<file path="src/rtl/desc_seq.sv">
module desc_seq #(
  parameter int AW = 32
) (
  input  logic          clk,
  input  logic          rst_n,
  input  logic [15:0]   status_in,
  input  logic [31:0]   sel_int,
  input  logic [31:0]   sel_br,
  input  logic [31:0]   sel_wait,
  input  logic          ptr_wr,
  input  logic [AW-1:0] ptr_wdata,
  output logic [AW-1:0] cmd_ptr,
  output logic          mem_req,
  output logic          mem_we,
  output logic [AW-1:0] mem_addr,
  output logic [31:0]   mem_wdata,
  input  logic          mem_ack,
  input  logic [31:0]   mem_rdata,
  output logic          xfer_req,
  output logic          xfer_dir_in,
  output logic          xfer_last,
  output logic [AW-1:0] xfer_addr,
  output logic [15:0]   xfer_len,
  input  logic          xfer_done,
  input  logic [15:0]   xfer_resid,
  output logic          irq,
  output logic          clr_wake,
  output logic          clr_active,
  output logic          set_dead,
  output logic          clr_dead,
  output logic          clr_flush,
  output logic          set_bt,
  output logic          clr_bt
);
  typedef enum logic [2:0] {S_IDLE, S_FETCH, S_EXEC, S_XFER, S_WAIT, S_WB, S_NEXT} state_t;

  state_t      state;
  logic [1:0]  widx;
  logic [31:0] w0, w1, w2;
  logic [15:0] resid;

  function automatic logic cond_of(input logic [31:0] sel, input logic [3:0] dev);
    return (dev & sel[19:16]) == (sel[3:0] & sel[19:16]);
  endfunction

  function automatic logic ctl_hit(input logic [1:0] c, input logic t);
    case (c)
      2'd0:    return 1'b0;
      2'd1:    return t;
      2'd2:    return !t;
      default: return 1'b1;
    endcase
  endfunction

  wire [3:0] op      = w0[31:28];
  wire [2:0] key     = w0[26:24];
  wire [1:0] ic      = w0[21:20];
  wire [1:0] bc      = w0[19:18];
  wire [1:0] wc      = w0[17:16];
  wire       go      = status_in[15] & status_in[10];
  wire       locked  = status_in[15] | status_in[10];
  wire [3:0] dev     = status_in[3:0];
  wire       is_data = (op[3:2] == 2'b00);
  wire       is_ls   = (op == 4'd4) || (op == 4'd5);
  wire       in_exec = (state == S_EXEC);
  wire       in_next = (state == S_NEXT);
  wire       kill    = in_exec && (op[3] || (is_data && (key > 3'd3 || w1 == 32'd0)));
  wire       stop_c  = in_exec && (op == 4'd7);
  wire       wait_hit = ctl_hit(wc, cond_of(sel_wait, dev));
  wire       br_take  = !is_ls && ctl_hit(bc, cond_of(sel_br, dev));

  logic unused_bits;
  assign unused_bits = ^{w0[23:22], w2, status_in[14:11], status_in[9:4],
                         sel_int[31:20], sel_int[15:4], sel_br[31:20], sel_br[15:4],
                         sel_wait[31:20], sel_wait[15:4]};

  assign clr_wake   = in_exec;
  assign set_dead   = kill;
  assign clr_active = kill | stop_c;
  assign clr_dead   = stop_c;
  assign clr_flush  = stop_c | (in_next && is_data && op[0]);
  assign irq        = kill | (in_next && ctl_hit(ic, cond_of(sel_int, dev)));
  assign set_bt     = in_next && br_take;
  assign clr_bt     = in_next && !br_take;

  assign mem_req    = (state == S_FETCH) || (state == S_WB);
  assign mem_we     = (state == S_WB);
  assign mem_addr   = cmd_ptr + ((state == S_WB) ? AW'(12) : AW'({widx, 2'b00}));
  assign mem_wdata  = {status_in, resid};

  assign xfer_req    = (state == S_XFER);
  assign xfer_dir_in = op[1];
  assign xfer_last   = op[0];
  assign xfer_addr   = w1[AW-1:0];
  assign xfer_len    = w0[15:0];

  always_ff @(posedge clk) begin
    if (!rst_n) begin
      state   <= S_IDLE;
      widx    <= '0;
      w0      <= '0;
      w1      <= '0;
      w2      <= '0;
      resid   <= '0;
      cmd_ptr <= '0;
    end else begin
      if (ptr_wr && !locked)
        cmd_ptr <= {ptr_wdata[AW-1:4], 4'b0000};
      case (state)
        S_IDLE:
          if (go) begin
            widx  <= '0;
            state <= S_FETCH;
          end
        S_FETCH:
          if (mem_ack) begin
            case (widx)
              2'd0:    w0 <= mem_rdata;
              2'd1:    w1 <= mem_rdata;
              default: w2 <= mem_rdata;
            endcase
            widx <= widx + 2'd1;
            if (widx == 2'd2) state <= S_EXEC;
          end
        S_EXEC:
          if (kill || stop_c) state <= S_IDLE;
          else if (is_data)   state <= S_XFER;
          else begin
            resid <= '0;
            state <= S_WAIT;
          end
        S_XFER:
          if (xfer_done) begin
            resid <= xfer_resid;
            state <= S_WAIT;
          end
        S_WAIT:
          if (!wait_hit) state <= S_WB;
          else if (!go)  state <= S_IDLE;
        S_WB:
          if (mem_ack) state <= S_NEXT;
        S_NEXT: begin
          cmd_ptr <= br_take ? w2[AW-1:0] : cmd_ptr + AW'(16);
          state   <= S_IDLE;
        end
        default: state <= S_IDLE;
      endcase
    end
  end
endmodule


</file>
<file path="config.mk">
export PLATFORM = sky130hd
export DESIGN_NAME = desc_seq
export DESIGN_NICKNAME = d
export VERILOG_FILES = /design/src/rtl/desc_seq.sv
export SDC_FILE = /design/constraint.sdc
export NUM_CORES = 1
export LEC_CHECK = 0
export ABC_AREA = 1
export ABC_CLOCK_PERIOD_IN_PS = 2800
export BUFFER_PORTS_ARGS = -buffer_cell sky130_fd_sc_hd__buf_2
export CAP_MARGIN = 30
export CORE_MARGIN = 1.5
export CORE_UTILIZATION = 35
export DETAILED_ROUTE_END_ITERATION = 16
export PLACE_DENSITY = 0.59
export RECOVER_POWER = 100
export SYNTH_ARGS = -nofsm -noshare
export SYNTH_HDL_FRONTEND = slang
export SYNTH_SLANG_ARGS = --single-unit
</file>
<file path="constraint.sdc">
create_clock -name clk -period 2.8 [get_ports clk]
set_clock_uncertainty 0.05 [all_clocks]
set_input_delay 0.42 -clock clk [delete_from_list [all_inputs] [get_ports clk]]
set_output_delay 0.42 -clock clk [all_outputs]
set_load 0.1 [all_outputs]
</file>
; ---- Word-level counts from Yosys, hierarchy flattened
; Cells that the tools add are included.
[totals]
output_inout_bits = 157
register_bits = 149
input_bits = 197
[op_classes]
n_reduce_logical = 38
mux = 24
n_eq_ne = 28
magnitude_cmp = 1
bitwise_logic = 12
addsub = 3
[ops]
columns = cell, count
row1 = two-way mux 32 bit, 3
row2 = two-way mux 16 bit, 3
row3 = adder 32 x 4 -> 32 bit, 1
row4 = "adder 32 x 5 -> 32 bit, second input constant", 1
row5 = zero test 32 bit, 1
row6 = one-hot mux 16 bit (2 select lines), 1
row7 = two-way mux 3 bit, 9
row8 = AND 4 bit, 6
row9 = one-hot mux 3 bit (6 select lines), 1
row10 = "== test 4 x 3 -> 1 bit, second input constant", 3
row11 = == test 4 bit, 3
row12 = AND reduction 3 bit, 4
row13 = logical AND 1 bit, 10
row14 = zero test 2 bit, 5
row15 = "== test 3 bit, second input constant", 3
row16 = one-hot mux 1 bit (3 select lines), 3
row17 = "== test 2 x 1 -> 1 bit, second input constant", 4
row18 = "== test 2 bit, second input constant", 4
row19 = "!= test 2 bit, second input constant", 4
row20 = "== test 3 x 2 -> 1 bit, second input constant", 2
row21 = zero test 1 bit, 6
row22 = "!= test 2 x 1 -> 1 bit, second input constant", 3
row23 = AND reduction 6 bit, 1
row24 = nonzero test 2 bit, 3
row25 = 14 further kinds, 22

; ---- Logic depth before layout (Yosys ltp)
[logic_depth]
depth_word = 8
depth_mapped = 15
mapped_depth_nobuf = 15

; ---- Worst setup path after synthesis
; OpenSTA, ideal clock, no wires.
[synth_timing]
path_type = register -> output
start = register state[0]
end = output port mem_addr[29]
path_buffers = 0
arrival_ns = 5.542
path_stages_with_launch = 16
slack_ns = -3.212
path_cell_list = dfxtp_1 inv_2 nor2_2 inv_2 nor2_1 inv_1 nand2_1 ha_1 a21oi_1 inv_1 nand2_1 nor3_2 nand2_1 nor2_2 nand3_1 xor2_1
[synth_via]
elab_chain_cells = 3
[synth_rtl]
columns = element, line
row1 = "start, declared", 37  ; state_t state;
row2 = "start signal, assigned", 99  ; state <= S_IDLE;
row3 = "start signal, assigned", 113  ; state <= S_FETCH;
row4 = "start signal, assigned", 123  ; if (widx == 2'd2) state <= S_EXEC;
row5 = == test 3 bit, --
row6 = named net mem_we, 14  ; output logic mem_we,
row7 = two-way mux 4 bit, 88  ; assign mem_addr = cmd_ptr + ((state == S_WB) ? AW'(12) : AW'({widx, 2'b00}));
row8 = adder 32 x 4 -> 32 bit, 88
row9 = "end, declared", 15  ; output logic [AW-1:0] mem_addr,
; The timed path passes the listed nets, and every way through them passes these cells.

; ---- Worst setup path after layout
[layout_timing]
start = register state[0]
end = output port mem_addr[21]
[layout_via]
elab_chain_cells = 3
[layout_rtl]
columns = element, line
row1 = == test 3 bit, 88
row2 = two-way mux 4 bit, 88
row3 = adder 32 x 4 -> 32 bit, 88
; No other way between the ends.

==> results.toml <==
[yosys]
synth.area.top_cells = "dfxtp_1 (37%), nor2_1 (11%), o21ai_0 (9.7%), nand2_1 (7.8%), inv_1 (5.5%)"
syn_nets = 1387
synth-seq-cells = 144
synth_top_area_share_pct = 36.8
synth.distinct_cells = 32
synth_top_cell_by_area = "dfxtp_1"
syn_area_sq_um = 7830
synth_cells = 1183
yosysSeqAreaShare_pct = 36.8
synth.avg_cell_area_sq_um = 6.62
synth_warnings = 0

[placement]
gp_congestion = 0.931
post_dp_cell_area_sq_um = 10200
port_buffers = 257
pre_cts_slack_ns = 0.0651
hpwl_mm = 20.1

[final_layout]
final_nets = 1630
regArea_sq_um = 2890
final_cell_mix = "nor2_1 (228), o21ai_0 (147), nand2_1 (143)"
final_area_sq_um = 11100
drive_above_1_share_pct = 25.1
fillers = 2237
area_delta_synth_final_pct = 41.4
multi_input_area_sq_um = 4630
antenna_cells = 0
final_common_cell = "nor2_1"

[timing]
worst_slack_ns = -0.190
max_freq_mhz = 334
setup_viol = 21
hold_viol = 0
tightest_slew_ns = 1.22
drv_slew = 0
relSlewSlack_pct = 18.8
layout_min_cycle_time_ns = 2.99
rsz0062_at_grt = "yes"
fin_crit_sh_pct = 107

[detailed_routing]
drt_iter0_drc = 680
vias = 8598
ant_nets = 0
routed_wl_mm = 27.7
via_per_inst = 5.00
firstDrtPassIters = 5
drc_errors = 0
wl_per_cell_um = 16.1

[floorplanning]
ioPinCount = 354
start_util_pct = 35.8
die_area_sq_um = 23300
num_rows = 54
core-area_sq_um = 21900
die_h_um = 153
fp.dieW_um = 153

[grt]
grt_pass1_vias = 8149
antenna_found_initial = 0
grt_util_all_layers_pct = 23.6
grt-ovfl-total = 0
grt_pass1_wl_mm = 43.6
grt_max_degree = 121

[clock_network]
cts_buffers = 17
cts_tree = "built"
clockBufferDepth = 2
clk_latency_ns = 0.42
clkSinkCount = 144
clock-root-buffer = "clkbuf_16"
h-tree-depth = 4
clk_pin_slew_ns = 0.06

[critical_path]
critPathCaptureType = "output port"
critPathMaxStageDelay_ns = 0.35
crit_fanout = 3
crit_buf_inv = 6
path_cells = "inv_4 > nor2_4 > inv_2 > nor2_4 > inv_2 > nand2_4 > ha_4 > a21oi_4 > inv_2 > nand2_4 > nor3_4 > nand2_2 > nor2_4 > buf_6 > xor2_4 > buf_12"
critPathRequiredTime_ns = 2.33
critPathSlowestCell = "dfxtp_4"
start_kind = "flip-flop"
critPathKind = "reg2out"
critPathArrivalTime_ns = 2.52
critPathTopFamily = "simple AND/OR/NAND/NOR gates"

[run_status]
violations = "negative setup slack"
status = "finished with violations"

[pwr]
leakage_nw = 5.01
power_per_cell_area_nw_per_um2 = 679
vdd_drop_max_mv = 0.408

[flow_run]
timing.max_cap.violations = 0

[min_path]
hold_class = "in2reg"
==> layer usage <==
layer  part of all wire, %  vias up  GRT usage, %
met4                   2.8        0          8.38
met5                     0        -             0
met1                    43     3959          30.1
met3                   6.3       51          4.78
met2                    48      321          39.4
li1                      -     4267             -
==> final timing paths <==
kind / slack [ns] / start / end / cells after the start
hold / removal: 0.19 / mem_rdata[22] / w2[22] / 3
setup reg to reg: 0.54 / state[0] / w0[26] / 12
setup / recovery: -0.19 / state[0] / mem_addr[21] / 16
hold reg to reg: 0.40 / w0[20] / w0[20] / 2
==> where the power goes <==
| group | internal, mW | switching, mW | leakage (nW) |
|---|---|---|---|
| clock network | 1.27 | 0.924 | 0.270 |
| logic | 0.674 | 2.29 | 3.58 |
| registers | 2.22 | 0.125 | 1.17 |
| total | 4.17 | 3.34 | 5.01 |
==> registers in the layout, indices dropped and copies added, names as in the netlist <==
signal	flops
widx	2
state	3
resid	16
w2	32
cmd_ptr	32
xfer_addr	32
w0	27
==> cell type report <==
type	count	area share, %
multi-input cells	822	41.8
flip-flops and latches	144	26.1
repair buffers	320	19.7
clock buffers	20	4.12
inverters	120	4.12
well taps	280	3.16
clock inverters	11	0.938
repair inverters	1	0.0678
==> Yosys cell counts <==
cell type  number
inv_1         114
o21ai_0       152
buf_6           1
fa_1            1
nor3_1         12
or2_0           1
nand3_2         1
buf_4          43
ha_1            6
nand3_1        84
xor2_1         30
o21ai_1        13
nor3_4          2
nor2_4          1
nand4_1        48
nor2_2          5
a21o_1          1
buf_2          10
inv_2           6
xnor2_1         7
nor3_2          2
nand2_1       163
or2_2           2
dfxtp_1       144
a211oi_1        1
a21oi_1        40
clkbuf_1       43
nor4_1          2
nand2_2         6
nand3b_1        2
o2111ai_2       1
nor2_1        239
==> kinds of logic after synthesis <==
group,count (synthesis),share of synthesized area [%]
AO/OA/AOI/OAI,208,13.5
buffers and inverters,217,12.7
XOR/XNOR,37,4.14
AND/OR/NAND/NOR,570,31.6
adder cells (fa/ha/maj),7,1.21
flip-flops,144,36.8
==> stage by stage <==
stage | hold WS (ns) | cells | utilization [%] | setup TNS, ns | power, mW
finish | 0.191 | 1718 | 50.6 | -2.06 | 7.51
global route | 0.186 | 1718 | 50.6 | -4.65 | 7.86
CTS | 0.184 | 1714 | 50.5 | -2.18 | 7.54
detailed placement | 0.398 | 1670 | 46.5 | 0 | 5.31
global placement | 0.390 | 1670 | 46.5 | 0 | 5.29
floorplan | 0.375 | 1183 | - | -22.26 | 4.75
==> repair_timing <==
item                                    CTS  global route
endpoints found under the setup margin   27            29
buffers inserted                         14             5
pin swaps                                22             5
hold buffers                              0             0
cloned                                    1             0
resized for setup                        55            27
==> worst reg2reg max path, stage by stage, from the launching register on <==
cell	delay, ns
dfxtp_4	0.35
inv_4	0.04
nor2_4	0.08
inv_2	0.06
buf_4	0.12
buf_4	0.12
nor2_1	0.10
nand2_2	0.12
inv_2	0.09
nand2_2	0.33
inv_2	0.51
nor2_1	0.11
nor2_1	0.11
(Power assumes the default switching activity.)
